$ cat config.mk
export PLATFORM = sky130hd
export DESIGN_NAME = resetSequencer
export DESIGN_NICKNAME = d
export VERILOG_FILES = /design/src/rtl/rstSeqPkg.sv /design/src/rtl/resetSyncChain.sv /design/src/rtl/resetDatapath.sv /design/src/rtl/resetControl.sv /design/src/rtl/resetSequencer.sv
export SDC_FILE = /design/constraint.sdc
export NUM_CORES = 1
export LEC_CHECK = 0
export ABC_AREA = 0
export BUFFER_PORTS_ARGS = -buffer_cell sky130_fd_sc_hd__buf_2
export CORE_MARGIN = 4
export CORE_UTILIZATION = 30
export CTS_CLUSTER_DIAMETER = 40
export DETAILED_ROUTE_END_ITERATION = 10
export GPL_TIMING_DRIVEN = 0
export PLACE_DENSITY = 0.5
export SLEW_MARGIN = 15
export SYNTH_ARGS = -nofsm -noshare
export SYNTH_HDL_FRONTEND = slang
export SYNTH_SLANG_ARGS = --single-unit
$ cat constraint.sdc
create_clock -name clk -period 2.21 [get_ports clk]
set_clock_uncertainty 0.05 [all_clocks]
set_input_delay 0.221 -clock clk [delete_from_list [all_inputs] [get_ports clk]]
set_output_delay 0.221 -clock clk [all_outputs]
set_load 0.01 [all_outputs]
$ cat src/rtl/rstSeqPkg.sv
package rstSeqPkg;

  typedef enum logic [1:0] {
    SEQ_RUN   = 2'd0,
    SEQ_HOLD  = 2'd1,
    SEQ_COUNT = 2'd2
  } seqState_t;

  // strobes from the control FSM into the counter datapath
  typedef struct packed {
    logic clrWidth;
    logic incWidth;
    logic loadDelay;
    logic incDelay;
  } seqStrobes_t;

  // compare results from the datapath back to the FSM
  typedef struct packed {
    logic widthHit;
    logic delayHit;
  } seqFlags_t;

endpackage

$ cat src/rtl/resetSyncChain.sv
module resetSyncChain #(
  parameter int STAGES     = 2,
  parameter bit ACTIVE_LOW = 1'b1
) (
  input  logic clk,
  input  logic pinIn,
  output logic reqOut
);

  logic [STAGES-1:0] syncQ;

  always_ff @(posedge clk) begin
    syncQ <= {syncQ[STAGES-2:0], pinIn};
  end

  generate
    if (ACTIVE_LOW) begin : g_low
      assign reqOut = ~syncQ[STAGES-1];
    end else begin : g_high
      assign reqOut = syncQ[STAGES-1];
    end
  endgenerate

endmodule

$ cat src/rtl/resetDatapath.sv
module resetDatapath
  import rstSeqPkg::*;
#(
  parameter int MIN_PULSE   = 6,
  parameter int FETCH_DELAY = 16
) (
  input  logic        clk,
  input  seqStrobes_t strobes,
  output seqFlags_t   flags
);

  localparam int WIDTH_W = $clog2(MIN_PULSE + 1);
  localparam int DELAY_W = $clog2(FETCH_DELAY + 1);
  localparam logic [WIDTH_W-1:0] WIDTH_LAST = WIDTH_W'(MIN_PULSE - 1);
  localparam logic [DELAY_W-1:0] DELAY_LAST = DELAY_W'(FETCH_DELAY - 1);

  logic [WIDTH_W-1:0] widthCnt;
  logic [DELAY_W-1:0] delayCnt;

  // consecutive active-request cycles seen while running
  always_ff @(posedge clk) begin
    if (strobes.clrWidth) begin
      widthCnt <= '0;
    end else if (strobes.incWidth && (widthCnt != WIDTH_LAST)) begin
      widthCnt <= widthCnt + 1'b1;
    end
  end

  // cycles elapsed since the synchronized release
  always_ff @(posedge clk) begin
    if (strobes.loadDelay) begin
      delayCnt <= DELAY_W'(1);
    end else if (strobes.incDelay) begin
      delayCnt <= delayCnt + 1'b1;
    end
  end

  assign flags.widthHit = (widthCnt == WIDTH_LAST);
  assign flags.delayHit = (delayCnt == DELAY_LAST);

endmodule

$ cat src/rtl/resetControl.sv
module resetControl
  import rstSeqPkg::*;
(
  input  logic        clk,
  input  logic        reqAny,
  input  seqFlags_t   flags,
  output seqStrobes_t strobes,
  output logic        coreRst,
  output logic        fetchGo
);

  seqState_t state;

  always_comb begin
    strobes = '0;
    unique case (state)
      SEQ_RUN: begin
        strobes.incWidth = reqAny;
        strobes.clrWidth = ~reqAny;
      end
      SEQ_HOLD: begin
        strobes.clrWidth  = 1'b1;
        strobes.loadDelay = ~reqAny;
      end
      SEQ_COUNT: begin
        strobes.clrWidth = 1'b1;
        strobes.incDelay = ~reqAny & ~flags.delayHit;
      end
      default: strobes.clrWidth = 1'b1;
    endcase
  end

  always_ff @(posedge clk) begin
    fetchGo <= 1'b0;
    unique case (state)
      SEQ_RUN: begin
        if (reqAny && flags.widthHit) begin
          state   <= SEQ_HOLD;
          coreRst <= 1'b1;
        end
      end
      SEQ_HOLD: begin
        if (!reqAny) begin
          state <= SEQ_COUNT;
        end
      end
      SEQ_COUNT: begin
        if (reqAny) begin
          state <= SEQ_HOLD;
        end else if (flags.delayHit) begin
          state   <= SEQ_RUN;
          coreRst <= 1'b0;
          fetchGo <= 1'b1;
        end
      end
      default: begin
        state   <= SEQ_HOLD;
        coreRst <= 1'b1;
      end
    endcase
  end

endmodule

$ cat src/rtl/resetSequencer.sv
module resetSequencer
  import rstSeqPkg::*;
#(
  parameter int SYNC_STAGES   = 2,
  parameter int MIN_PULSE     = 6,
  parameter int FETCH_DELAY   = 16,
  parameter bit HIGH_PIN_USED = 1'b1
) (
  input  logic clk,
  input  logic nResetPin,
  input  logic resetPin,
  output logic coreRst,
  output logic fetchGo
);

  logic        reqLow;
  logic        reqHigh;
  logic        reqAny;
  seqStrobes_t strobes;
  seqFlags_t   flags;

  resetSyncChain #(.STAGES(SYNC_STAGES), .ACTIVE_LOW(1'b1)) i_syncLow (
    .clk   (clk),
    .pinIn (nResetPin),
    .reqOut(reqLow)
  );

  generate
    if (HIGH_PIN_USED) begin : g_highPin
      resetSyncChain #(.STAGES(SYNC_STAGES), .ACTIVE_LOW(1'b0)) i_syncHigh (
        .clk   (clk),
        .pinIn (resetPin),
        .reqOut(reqHigh)
      );
    end else begin : g_noHighPin
      assign reqHigh = 1'b0;
    end
  endgenerate

  assign reqAny = reqLow | reqHigh;

  resetDatapath #(.MIN_PULSE(MIN_PULSE), .FETCH_DELAY(FETCH_DELAY)) i_datapath (
    .clk    (clk),
    .strobes(strobes),
    .flags  (flags)
  );

  resetControl i_control (
    .clk    (clk),
    .reqAny (reqAny),
    .flags  (flags),
    .strobes(strobes),
    .coreRst(coreRst),
    .fetchGo(fetchGo)
  );

endmodule

* After elaboration in Yosys (flattened, before gate mapping)
Index checks and enable logic that the tools add are counted.
Cells by class: muxes and demuxes 14, reduce and logical (&&, ||, !) cells 6, add/sub/neg operators 2, bitwise logic cells 7, equal/unequal tests 10
Operator list (number):
- $mux 1 | 8
- $mux 2 | 4
- $pmux 2 s3 | 1
- $add 5x1->5 const B | 1
- $eq 5x4->1 const B | 1
- $not 1->1 | 5
- $ne 2x1->1 const B | 2
- $ne 2x2->1 const B | 2
- $reduce_and 4->1 | 1
- $add 3x1->3 const B | 1
- $eq 3x3->1 const B | 1
- $ne 3x1->1 const B | 1
- $ne 3x3->1 const B | 1
- $pmux 1 s3 | 1
- $reduce_and 3->1 | 1
- $eq 2x1->1 const B | 1
- $eq 2x2->1 const B | 1
- $logic_and 1x1->1 | 2
- $logic_not 2->1 | 1
- $reduce_or 2->1 | 1
- $and 1x1->1 | 1
- $or 1x1->1 | 1
Word-level totals: flip-flop bits (word level) 16, input port bits 3, output and inout bits 2

* Longest topological paths before layout
depth after elaboration 5, gate-level depth with buffers 6, mapped depth without buffers 6

* Modules after synthesis
Synthesis repeated with hierarchy kept, for this count alone.
Unflattened totals: cell total of the unflattened synthesis 67, area total of the unflattened synthesis 721.9 um^2
Modules (own cells, without submodules):
- resetDatapath | area an instance 421.7 um^2, instances 1, cells each 40
- resetControl | area an instance 210.2 um^2, instances 1, cells each 21
- resetSyncChain at i_syncLow | area an instance 43.8 um^2, instances 1, cells each 3
- resetSyncChain at g_highPin.i_syncHigh | area an instance 40.0 um^2, instances 1, cells each 2
- resetSequencer | area an instance 6.3 um^2, instances 1, cells each 1

* Worst setup path after synthesis
Ideal clock, no wire load.
path type reg-to-reg, start point register i_datapath.delayCnt[0], end point register i_datapath.delayCnt[2], clock period less this slack 1.665 ns, slack 0.545 ns, cell stages (with the launch flop) 7, arrival 1.491 ns, cells stage by stage dfxtp_1 -> ha_1 -> and3_1 -> ha_1 -> or3b_1 -> a21oi_1 -> o22ai_1
RTL lines:
- start, declared | RTL line resetDatapath.sv:18 | logic [DELAY_W-1:0] delayCnt;
- start signal, assigned | RTL line resetDatapath.sv:34 | delayCnt <= delayCnt + 1'b1;

==> flow_metrics.py <==
metrics = {
    "die": {
        "initial_utilization": 0.327,
        "die_w_microns": 58.1,
        "row_count": 17,
        "die-area_sq_um": 3370,
        "io_pins": 5,
        "core_area_sq_um": 2300,
        "die_h_microns": 58.1,
    },
    "global_routing": {
        "grt_pass1_vias": 566,
        "grt_max_degree": 11,
        "antenna_found_initial": 0,
        "grt_use_total": 0.0970,
        "gr-total-overflow": 0,
        "grt_pass1_wl_microns": 2460,
    },
    "worst_setup_path": {
        "cp.required_ns": 2.35,
        "cp_data_arrival_time_ns": 1.95,
        "endpoint_kind": "register",
        "cp_max_fo": 9,
        "critPathKind": "register to register",
        "worstSetupStartpointType": "register",
    },
    "power_and_ir_drop": {
        "leakagePower_nw": 0.340,
        "switching_share": 0.342,
        "ir_drop_mv": 0.641,
        "powerDensity_nw_per_um2": 1110,
        "pwr-share-seq": 0.471,
        "power.switching_mw": 0.329,
        "p_total_mw": 0.959,
        "internal_power_mw": 0.631,
        "power_frac_comb": 0.323,
        "clkPwrFrac": 0.207,
    },
    "final_layout": {
        "fin_nets": 93,
        "final_common_cell": "dfxtp_1",
        "area_growth_pct": 14.8,
        "final.fill_count": 235,
        "drive_above_1_share": 0.212,
        "multi_input_area_sq_um": 358,
        "seq_area_sq_um": 350,
        "mostFrequentLayoutCells": "13 x dfxtp_1, 6 x o21ai_0, 6 x nor2_1, 5 x nand2_1",
        "instances_no_fill": 113,
        "post-route-util": 0.376,
        "fin_area_sq_um": 863,
        "antenna_cells": 0,
    },
    "synth": {
        "ys_types": 37,
        "synth_edf_count": 3,
        "synth_area_sq_um": 752,
        "seq_area_frac_synth": 0.466,
        "synthCells": 75,
        "synth_seq_cells": 16,
        "ys.flop_type": "dfxtp_1",
        "avgSynthCellArea_sq_um": 10.0,
        "syn-num-nets": 82,
        "ys_warn_count": 0,
        "async_reset_ff_frac": 0,
    },
    "drt": {
        "first_iter_violations": 8,
        "wl_microns": 1400,
        "firstDrtPassIters": 4,
        "vias": 573,
        "ant_nets": 0,
        "drc": 0,
        "wl_per_cell_microns": 12.4,
        "vias_per_cell": 5.07,
    },
    "clock_tree": {
        "cts_tree": "done",
        "clkTransAtPathRegs_ns": 0.10,
        "cts.htree.levels": 1,
        "cts_resized": 0,
        "cts_hold_buf": 2,
        "max-clock-path-buffers": 2,
        "cts_buffers": 3,
        "insertion_delay_ns": 0.29,
        "root_buffer": "clkbuf_4",
        "post-cts-setup-buffers": 0,
        "clock_sinks": 16,
    },
    "timing": {
        "rsz0062_at_grt": "false",
        "finalSetupViolations": 0,
        "worst_pin_slew_ns": 0.318,
        "period_share": 0.823,
        "fmax_mhz": 550,
        "hold_viol": 0,
        "slew_violations": 0,
        "setup_ws_ns": 0.392,
        "fin_crit_ns": 1.82,
        "finalSetupTns_ns": 0,
        "slew_headroom": 0.788,
        "whs_ns": 0.285,
    },
    "placed_design": {
        "dp_slack_ns": 0.407,
        "place_area_sq_um": 807,
        "io_buffers": 4,
        "hpwl_microns": 1000,
        "gp_congestion": 0.635,
        "place_inst": 107,
    },
    "min_path": {
        "hp-class": "register to register",
    },
    "job": {
        "drv_cap": 0,
    },
    "status": {
        "status": "completed",
    },
}
-- worst max-delay path, stage by stage, from the launching register on --
cell and delay, ns:
dfxtp_1 0.40, ha_1 0.19, and3_1 0.17, ha_1 0.32, and4bb_2 0.31, a31oi_1 0.17
o22ai_1 0.09
-- sequential cells by signal, indices dropped and copies added (netlist names) --
name	flops
i_datapath.widthCnt	3
i_datapath.delayCnt	5
i_control.fetchGo	1
i_control.state	2
i_control.coreRst	1
g_highPin.i_syncHigh.syncQ	2
i_syncLow.syncQ	2
-- Yosys cell counts, types with 2 or more instances --
| master | count | area, sq um |
|---|---|---|
| a21oi_1 | 3 | 15.0 |
| and3_1 | 2 | 12.5 |
| buf_6 | 2 | 22.5 |
| dfxtp_1 | 13 | 260 |
| edfxtp_1 | 3 | 90.1 |
| ha_1 | 4 | 50.1 |
| inv_1 | 3 | 11.3 |
| nand2_1 | 5 | 18.8 |
| nor2_1 | 6 | 22.5 |
| o21ai_0 | 6 | 30.0 |
| o22ai_1 | 2 | 12.5 |
-- metal layers --
layer | vias up | GRT usage | routed length (microns)
met4 | 0 | 0.0298 | 13
met5 | - | 0 | 0
met3 | 2 | 0.0401 | 49
met1 | 272 | 0.106 | 642
met2 | 6 | 0.169 | 693
li1 | 293 | - | -
-- power by group through the flow --
stage	Combinational, mW	Clock [mW]	Sequential, mW
2_1_floorplan	0.252	0	0.439
3_3_place_gp	0.300	0	0.454
4_1_cts	0.312	0.211	0.451
6_report	0.310	0.198	0.452
5_1_grt	0.363	0.222	0.465
3_5_place_dp	0.307	0	0.457
-- area by class of cell --
cell class,instances,share of cell area
Sequential cell,16,0.406
Timing Repair Buffer,6,0.0464
Tap cell,28,0.0406
Inverter,5,0.0246
Multi-Input combinational cell,52,0.414
Clock buffer,4,0.0420
Buffer,2,0.0261
-- kinds of logic after synthesis --
group / after synthesis / synth area share
AND/OR/NAND/NOR: 28 / 0.238
AO/OA/AOI/OAI: 19 / 0.160
flip-flops: 16 / 0.466
buffers and inverters: 7 / 0.0582
adder cells (fa/ha/maj): 4 / 0.0666
XOR/XNOR: 1 / 0.0116
-- worst paths after layout --
path	startpoint	end	slack, ns	cells after the start
worst max-delay path	i_datapath.delayCnt[0]$_SDFFE_PP1P_	i_datapath.delayCnt[2]$_SDFFE_PP0P_	0.39	6
worst min-delay path	i_syncLow.syncQ[0]$_DFF_P_	i_syncLow.syncQ[1]$_DFF_P_	0.28	0
worst max register to register	i_datapath.delayCnt[0]$_SDFFE_PP1P_	i_datapath.delayCnt[2]$_SDFFE_PP0P_	0.39	6
worst min register to register	i_syncLow.syncQ[0]$_DFF_P_	i_syncLow.syncQ[1]$_DFF_P_	0.28	0
Power figures use the tool's default switching activity.
